==> config.mk <==
export PLATFORM = sky130hd
export DESIGN_NAME = callstack_unit
export DESIGN_NICKNAME = d
export VERILOG_FILES = /design/src/rtl/callstack_pkg.sv /design/src/rtl/cs_addr_gen.sv /design/src/rtl/cs_pc_arith.sv /design/src/rtl/cs_seq.sv /design/src/rtl/callstack_unit.sv
export SDC_FILE = /design/constraint.sdc
export NUM_CORES = 1
export LEC_CHECK = 0
export ABC_AREA = 1
export CORE_UTILIZATION = 45
export DETAILED_ROUTE_END_ITERATION = 10
export DONT_BUFFER_PORTS = 1
export PLACE_DENSITY = 0.58
export SLEW_MARGIN = 30
export SYNTH_ARGS = -nofsm -noshare
export SYNTH_HDL_FRONTEND = slang
export SYNTH_SLANG_ARGS = --single-unit
==> constraint.sdc <==
create_clock -name clk -period 4.5 [get_ports clk]
set_input_delay 0.9 -clock clk [delete_from_list [all_inputs] [get_ports clk]]
set_output_delay 0.9 -clock clk [all_outputs]
set_load 0.1 [all_outputs]
==> src/rtl/callstack_pkg.sv <==
`timescale 1ns/1ps
package callstack_pkg;

    // command codes seen on cmd_op
    localparam logic [2:0] OPC_PUSH_ACC  = 3'd0;
    localparam logic [2:0] OPC_PUSH_STAT = 3'd1;
    localparam logic [2:0] OPC_PULL_ACC  = 3'd2;
    localparam logic [2:0] OPC_PULL_STAT = 3'd3;
    localparam logic [2:0] OPC_CALL      = 3'd4;
    localparam logic [2:0] OPC_RETURN    = 3'd5;

    // extra cycle costs
    localparam int         XC_W     = 3;
    localparam logic [2:0] XC_STACK = 3'd1;
    localparam logic [2:0] XC_CALL  = 3'd2;
    localparam logic [2:0] XC_RET   = 3'd4;

    typedef enum logic [3:0] {
        ST_IDLE,
        ST_PUSH,
        ST_PULL_ADR,
        ST_PULL_CAP,
        ST_CALL_HI,
        ST_CALL_LO,
        ST_RET_LO,
        ST_RET_HI,
        ST_RET_FIN
    } seq_state_e;

endpackage

==> src/rtl/cs_addr_gen.sv <==
`timescale 1ns/1ps
// Forms the stack memory address: fixed page, offset = sp or sp+1.
module cs_addr_gen #(
    parameter int            DW         = 8,
    parameter logic [DW-1:0] STACK_PAGE = 'h01,
    localparam int           AW         = 2 * DW
) (
    input  logic [DW-1:0] sp,
    input  logic          sel_inc,
    output logic [AW-1:0] addr
);
    localparam logic [DW-1:0] STEP = {{(DW-1){1'b0}}, 1'b1};

    logic [DW-1:0] offset;

    always_comb begin
        offset = sel_inc ? (sp + STEP) : sp;
        addr   = {STACK_PAGE, offset};
    end
endmodule

==> src/rtl/cs_pc_arith.sv <==
`timescale 1ns/1ps
// Return-address arithmetic: PC-1 for a call, {hi,lo}+1 for a return.
module cs_pc_arith #(
    parameter int  DW = 8,
    localparam int AW = 2 * DW
) (
    input  logic [AW-1:0] pc_in,
    input  logic [DW-1:0] lo_byte,
    input  logic [DW-1:0] hi_byte,
    output logic [AW-1:0] pc_dec,
    output logic [AW-1:0] ret_pc
);
    localparam logic [AW-1:0] PC_ONE = {{(AW-1){1'b0}}, 1'b1};

    always_comb begin
        pc_dec = pc_in - PC_ONE;
        ret_pc = {hi_byte, lo_byte} + PC_ONE;
    end
endmodule

==> src/rtl/cs_seq.sv <==
`timescale 1ns/1ps
// Command sequencer: one memory access per clock, all state in one struct.
module cs_seq
    import callstack_pkg::*;
#(
    parameter int            DW       = 8,
    parameter logic [DW-1:0] SP_RESET = 'hFD,
    localparam int           AW       = 2 * DW
) (
    input  logic            clk,
    input  logic            rst_n,
    input  logic            cmd_valid,
    input  logic [2:0]      cmd_op,
    input  logic [DW-1:0]   acc_in,
    input  logic [DW-1:0]   stat_in,
    input  logic [AW-1:0]   pc_dec,
    input  logic [AW-1:0]   target_in,
    input  logic [DW-1:0]   rd_byte,
    input  logic [AW-1:0]   ret_pc,
    output logic [DW-1:0]   sp,
    output logic            addr_inc,
    output logic            wr_en,
    output logic            rd_en,
    output logic [DW-1:0]   wr_byte,
    output logic [DW-1:0]   lo_byte,
    output logic            busy,
    output logic            done,
    output logic            pc_load,
    output logic [AW-1:0]   pc_next,
    output logic            pull_valid,
    output logic [DW-1:0]   pull_data,
    output logic            pull_to_status,
    output logic [XC_W-1:0] extra
);
    localparam logic [DW-1:0] STEP = {{(DW-1){1'b0}}, 1'b1};

    typedef struct packed {
        seq_state_e      st;
        logic [DW-1:0]   sp;
        logic [DW-1:0]   hold;
        logic [DW-1:0]   lo;
        logic [AW-1:0]   tgt;
        logic            done;
        logic            pc_load;
        logic [AW-1:0]   pc_next;
        logic            pull_valid;
        logic [DW-1:0]   pull_data;
        logic            to_stat;
        logic [XC_W-1:0] extra;
    } seq_regs_t;

    seq_regs_t r_d, r_q;
    logic      we_c, re_c, inc_c;
    logic [DW-1:0] wd_c;

    always_comb begin
        r_d            = r_q;
        r_d.done       = 1'b0;
        r_d.pc_load    = 1'b0;
        r_d.pull_valid = 1'b0;
        we_c           = 1'b0;
        re_c           = 1'b0;
        inc_c          = 1'b0;
        wd_c           = r_q.hold;

        case (r_q.st)
            ST_IDLE: begin
                if (cmd_valid) begin
                    case (cmd_op)
                        OPC_PUSH_ACC: begin
                            r_d.hold = acc_in;
                            r_d.st   = ST_PUSH;
                        end
                        OPC_PUSH_STAT: begin
                            r_d.hold = stat_in;
                            r_d.st   = ST_PUSH;
                        end
                        OPC_PULL_ACC: begin
                            r_d.to_stat = 1'b0;
                            r_d.st      = ST_PULL_ADR;
                        end
                        OPC_PULL_STAT: begin
                            r_d.to_stat = 1'b1;
                            r_d.st      = ST_PULL_ADR;
                        end
                        OPC_CALL: begin
                            r_d.hold = pc_dec[AW-1:DW];
                            r_d.lo   = pc_dec[DW-1:0];
                            r_d.tgt  = target_in;
                            r_d.st   = ST_CALL_HI;
                        end
                        OPC_RETURN: begin
                            r_d.st = ST_RET_LO;
                        end
                        default: ;
                    endcase
                end
            end
            ST_PUSH: begin
                we_c      = 1'b1;
                r_d.sp    = r_q.sp - STEP;
                r_d.done  = 1'b1;
                r_d.extra = XC_STACK;
                r_d.st    = ST_IDLE;
            end
            ST_PULL_ADR: begin
                re_c   = 1'b1;
                inc_c  = 1'b1;
                r_d.sp = r_q.sp + STEP;
                r_d.st = ST_PULL_CAP;
            end
            ST_PULL_CAP: begin
                r_d.pull_data  = rd_byte;
                r_d.pull_valid = 1'b1;
                r_d.done       = 1'b1;
                r_d.extra      = XC_STACK;
                r_d.st         = ST_IDLE;
            end
            ST_CALL_HI: begin
                we_c   = 1'b1;
                r_d.sp = r_q.sp - STEP;
                r_d.st = ST_CALL_LO;
            end
            ST_CALL_LO: begin
                we_c        = 1'b1;
                wd_c        = r_q.lo;
                r_d.sp      = r_q.sp - STEP;
                r_d.pc_next = r_q.tgt;
                r_d.pc_load = 1'b1;
                r_d.done    = 1'b1;
                r_d.extra   = XC_CALL;
                r_d.st      = ST_IDLE;
            end
            ST_RET_LO: begin
                re_c   = 1'b1;
                inc_c  = 1'b1;
                r_d.sp = r_q.sp + STEP;
                r_d.st = ST_RET_HI;
            end
            ST_RET_HI: begin
                re_c   = 1'b1;
                inc_c  = 1'b1;
                r_d.sp = r_q.sp + STEP;
                r_d.lo = rd_byte;
                r_d.st = ST_RET_FIN;
            end
            ST_RET_FIN: begin
                r_d.pc_next = ret_pc;
                r_d.pc_load = 1'b1;
                r_d.done    = 1'b1;
                r_d.extra   = XC_RET;
                r_d.st      = ST_IDLE;
            end
            default: r_d.st = ST_IDLE;
        endcase
    end

    always_ff @(posedge clk) begin
        if (!rst_n) begin
            r_q    <= '0;
            r_q.st <= ST_IDLE;
            r_q.sp <= SP_RESET;
        end else begin
            r_q <= r_d;
        end
    end

    assign sp             = r_q.sp;
    assign addr_inc       = inc_c;
    assign wr_en          = we_c;
    assign rd_en          = re_c;
    assign wr_byte        = wd_c;
    assign lo_byte        = r_q.lo;
    assign busy           = (r_q.st != ST_IDLE);
    assign done           = r_q.done;
    assign pc_load        = r_q.pc_load;
    assign pc_next        = r_q.pc_next;
    assign pull_valid     = r_q.pull_valid;
    assign pull_data      = r_q.pull_data;
    assign pull_to_status = r_q.to_stat;
    assign extra          = r_q.extra;
endmodule

==> src/rtl/callstack_unit.sv <==
`timescale 1ns/1ps
module callstack_unit
    import callstack_pkg::*;
#(
    parameter int            DW         = 8,
    parameter logic [DW-1:0] STACK_PAGE = 'h01,
    parameter logic [DW-1:0] SP_RESET   = 'hFD,
    localparam int           AW         = 2 * DW
) (
    input  logic            clk,
    input  logic            rst_n,
    input  logic            cmd_valid,
    input  logic [2:0]      cmd_op,
    input  logic [DW-1:0]   acc_in,
    input  logic [DW-1:0]   stat_in,
    input  logic [AW-1:0]   pc_in,
    input  logic [AW-1:0]   target_in,
    output logic [AW-1:0]   mem_addr,
    output logic            mem_we,
    output logic            mem_re,
    output logic [DW-1:0]   mem_wdata,
    input  logic [DW-1:0]   mem_rdata,
    output logic            busy,
    output logic            done,
    output logic            pc_load,
    output logic [AW-1:0]   pc_next,
    output logic            pull_valid,
    output logic [DW-1:0]   pull_data,
    output logic            pull_to_status,
    output logic [XC_W-1:0] extra_cycles,
    output logic [DW-1:0]   sp
);
    logic [AW-1:0] pc_dec_w;
    logic [AW-1:0] ret_pc_w;
    logic [DW-1:0] lo_w;
    logic          inc_w;

    cs_pc_arith #(.DW(DW)) u_arith (
        .pc_in   (pc_in),
        .lo_byte (lo_w),
        .hi_byte (mem_rdata),
        .pc_dec  (pc_dec_w),
        .ret_pc  (ret_pc_w)
    );

    cs_seq #(.DW(DW), .SP_RESET(SP_RESET)) u_seq (
        .clk            (clk),
        .rst_n          (rst_n),
        .cmd_valid      (cmd_valid),
        .cmd_op         (cmd_op),
        .acc_in         (acc_in),
        .stat_in        (stat_in),
        .pc_dec         (pc_dec_w),
        .target_in      (target_in),
        .rd_byte        (mem_rdata),
        .ret_pc         (ret_pc_w),
        .sp             (sp),
        .addr_inc       (inc_w),
        .wr_en          (mem_we),
        .rd_en          (mem_re),
        .wr_byte        (mem_wdata),
        .lo_byte        (lo_w),
        .busy           (busy),
        .done           (done),
        .pc_load        (pc_load),
        .pc_next        (pc_next),
        .pull_valid     (pull_valid),
        .pull_data      (pull_data),
        .pull_to_status (pull_to_status),
        .extra          (extra_cycles)
    );

    cs_addr_gen #(.DW(DW), .STACK_PAGE(STACK_PAGE)) u_addr (
        .sp      (sp),
        .sel_inc (inc_w),
        .addr    (mem_addr)
    );
endmodule

==> flow_summary.yaml <==
outcome:
  status: "finished, final reports clean"
synthesis:
  synth_cells: 739
  yosysWarningCount: 0
  synth.distinct_cells: 38
  avgSynthCellArea_um2: 6.46
  ys_seq_area_share_pct: 31.5
  synth_area_leaders: "dfxtp_1, nand2_1, buf_4, o21ai_0, nor2_1"
  ys_ff_latch: 75
  synth_area_um2: 4770
  synth_top_cell_by_area: "dfxtp_1"
  synth_top_area_share_pct: 31.5
floorplanning:
  start_util_pct: 46.2
  die-area_um2: 11000
  coreArea_um2: 10300
  die_x_um: 105
  rows: 37
  ios: 128
  die_y_um: 105
cells_and_area:
  diodes: 0
  drive_gt1_share_pct: 10.3
  fill_cells: 1113
  area_delta_synth_final_pct: 1.15
  fin_util_pct: 46.8
  nets: 771
worst_setup_path:
  cp.arrival_ns: 2.55
  cp-end-kind: "output pin"
  path_max_fanout: 20
  rrSetupSlack_ns: 2.53
  cp-start-kind: "flop"
  critPathRequiredTime_ns: 3.60
  r2r-start: "u_seq.r_q[71]"
  r2r_end: "u_seq.sp[6]"
  reg2reg_depth: 8
  critical_path_class: "flop to output pin"
timing:
  post-route-period-util_pct: 76.7
  fmax_mhz: 290
  finClkSkew_ns: 0.0114
  finalSetupViolations: 0
  hold_viol: 0
  timing.final.max_slew_violations: 0
  rsz0062_at_grt: "no"
  tightest_slew_ns: 1.01
  tns_ns: 0
  fin_ws_ns: 1.05
  post-route-min-period_ns: 3.45
  relSlewSlack_pct: 32.5
grt:
  grt.overflow.total: 0
  grt_pass1_vias: 4032
  antenna_found_initial: 0
  grt_first_pass_wirelength_um: 20200
  grt_util_all_layers_pct: 23.1
  grt_max_degree: 51
pwr:
  p_sw_mw: 0.836
  pwr-share-seq_pct: 41.2
  power.density_nw_per_um2: 384
  p_total_mw: 1.85
  intPower_mw: 1.02
  power_frac_comb_pct: 32.1
  p_clk_share_pct: 26.7
  p_leak_nw: 1.99
  swShare_pct: 45.1
  peakVddDrop_mv: 0.293
job:
  cap_violations: 0
detailed_routing:
  via_per_inst: 5.16
  first_pass_iters: 4
  vias: 4351
  ant_nets: 0
  drc: 0
  totalWireLength_um: 12600
  wl_per_cell_um: 15.0
  drt_iter0_markers: 220
worst_hold_path:
  hold_depth: 2
  worst_hold_path.endpoint: "u_seq.r_q[39]"
  hold_path_class: "flop to flop"
  hp-start: "u_seq.r_q[39]"
clock_tree:
  clock_latency_ns: 0.36
  clockBufferDepth: 2
  cts_root_buf: "clkbuf_8"
  cts.sinks: 75
  numCtsBuffers: 9
  clkSlewWorstSetupHoldPaths_ns: 0.09
  holdBufCountCts: 0
  cts_setup_buffers: 0
  htreeDepth: 3
  cts_tree: "built"
  cts_resized: 0
placement:
  gp_congestion: 0.851
  io_buffers: 0
  place_ws_ns: 1.42
  dp_hpwl_um: 9530
==> through the flow <==
step / hold slack (ns) / instance area, µm² / std cells
finish: 0.449 / 4830 / 844
global route: 0.468 / 4830 / 844
CTS: 0.452 / 4830 / 844
detailed placement: 0.440 / 4640 / 828
global placement: 0.438 / 4610 / 828
floorplan: 0.424 / 4790 / 745
==> worst max-delay path, cell delays in order (launching register included) <==
cell	delay, ns
dfxtp_1	0.55
inv_2	0.10
nor2_1	0.13
nand2_2	0.39
inv_8	0.27
nand2_1	0.09
nand2_1	0.67
==> worst max path at each step <==
stage | from | to
2_1_floorplan | u_seq.r_q[71] | mem_wdata[0]
3_3_place_gp | u_seq.r_q[71] | mem_wdata[2]
3_5_place_dp | u_seq.r_q[71] | mem_wdata[1]
4_1_cts | u_seq.r_q[71] | mem_wdata[1]
5_1_grt | u_seq.r_q[71] | mem_wdata[2]
6_report | u_seq.r_q[71] | mem_wdata[1]
==> per-layer routing <==
| metal | part of all wire, % | GRT usage, % | vias up |
|---|---|---|---|
| met5 | 0 | 0 | - |
| met4 | 1.1 | 6.54 | 0 |
| met3 | 6.0 | 4.49 | 12 |
| met2 | 46 | 38.1 | 119 |
| met1 | 47 | 30.5 | 1952 |
| li1 | - | - | 2268 |
==> cell families after synthesis <==
logic type | Yosys count | synth area share [%]
xor gates and xnor gates | 3 | 0.551
other | 2 | 0.157
and+or+nand+nor | 365 | 33.8
AOI/OAI and AO/OA | 141 | 15.4
buffers and inverters | 147 | 17.0
adders and majority gates | 6 | 1.57
DFF | 75 | 31.5
==> layout by cell type (no fill, tap or decap), types with 6 or more instances in the layout <==
master	synthesis	routed
buf_4	46	14
o22ai_1	6	6
inv_1	72	72
nand3_1	60	60
nand2_2	7	7
ha_1	6	6
clkbuf_8	0	9
nand2_1	178	178
nor2_1	89	89
conb_1	2	8
o21ai_0	69	59
nand4_1	7	7
a21oi_1	54	54
dfxtp_1	75	75
==> power by group through the flow <==
| stage | Sequential [mW] | Clock [mW] | Combinational [mW] |
|---|---|---|---|
| after CTS | 0.764 | 0.505 | 0.598 |
| after floorplan | 0.743 | 0 | 0.569 |
| after detailed placement | 0.780 | 0 | 0.596 |
| after global routing | 0.769 | 0.533 | 0.636 |
| after global placement | 0.780 | 0 | 0.589 |
| final | 0.764 | 0.494 | 0.595 |
==> layout make-up <==
class	count	area [µm²]	share of cell area (%)
clock buffers	9	124	2.57
clock inverters	7	58.8	1.22
inverters	80	313	6.48
multi-input cells	523	2550	52.9
flip-flops and latches	75	1500	31.1
well taps	136	170	3.53
repair buffers	14	105	2.18
==> synth_stat cells <==
| cell | count |
|---|---|
| and2_1 | 1 |
| o21ai_0 | 69 |
| nor2_1 | 89 |
| a21oi_2 | 1 |
| or2_2 | 2 |
| nand3_2 | 2 |
| buf_6 | 7 |
| o21ai_1 | 1 |
| o211ai_1 | 3 |
| nand2_2 | 7 |
| nand2_4 | 2 |
| inv_1 | 72 |
| nor2_4 | 4 |
| o22ai_1 | 6 |
| buf_12 | 1 |
| inv_2 | 4 |
| clkbuf_1 | 7 |
| a21oi_1 | 54 |
| nor3_1 | 5 |
| conb_1 | 2 |
| nand3_4 | 2 |
| ha_1 | 6 |
| inv_8 | 1 |
| xnor2_1 | 2 |
| buf_4 | 46 |
| o21bai_1 | 2 |
| clkinv_1 | 1 |
| dfxtp_1 | 75 |
| xor2_1 | 1 |
| inv_4 | 2 |
| nor2_2 | 4 |
| a31oi_1 | 5 |
| nand3_1 | 60 |
| nand2_1 | 178 |
| nand4_1 | 7 |
| buf_2 | 6 |
| nand4_4 | 1 |
| nor3_2 | 1 |
==> flip-flops by register name, indices dropped and copies added (netlist names) <==
name / flops
u_seq.done: 1
u_seq.extra: 3
u_seq.lo_byte: 8
u_seq.pc_load: 1
u_seq.pc_next: 16
u_seq.pull_data: 8
u_seq.pull_to_status: 1
u_seq.pull_valid: 1
u_seq.r_q: 28
u_seq.sp: 8
(Power assumes the default switching activity.)
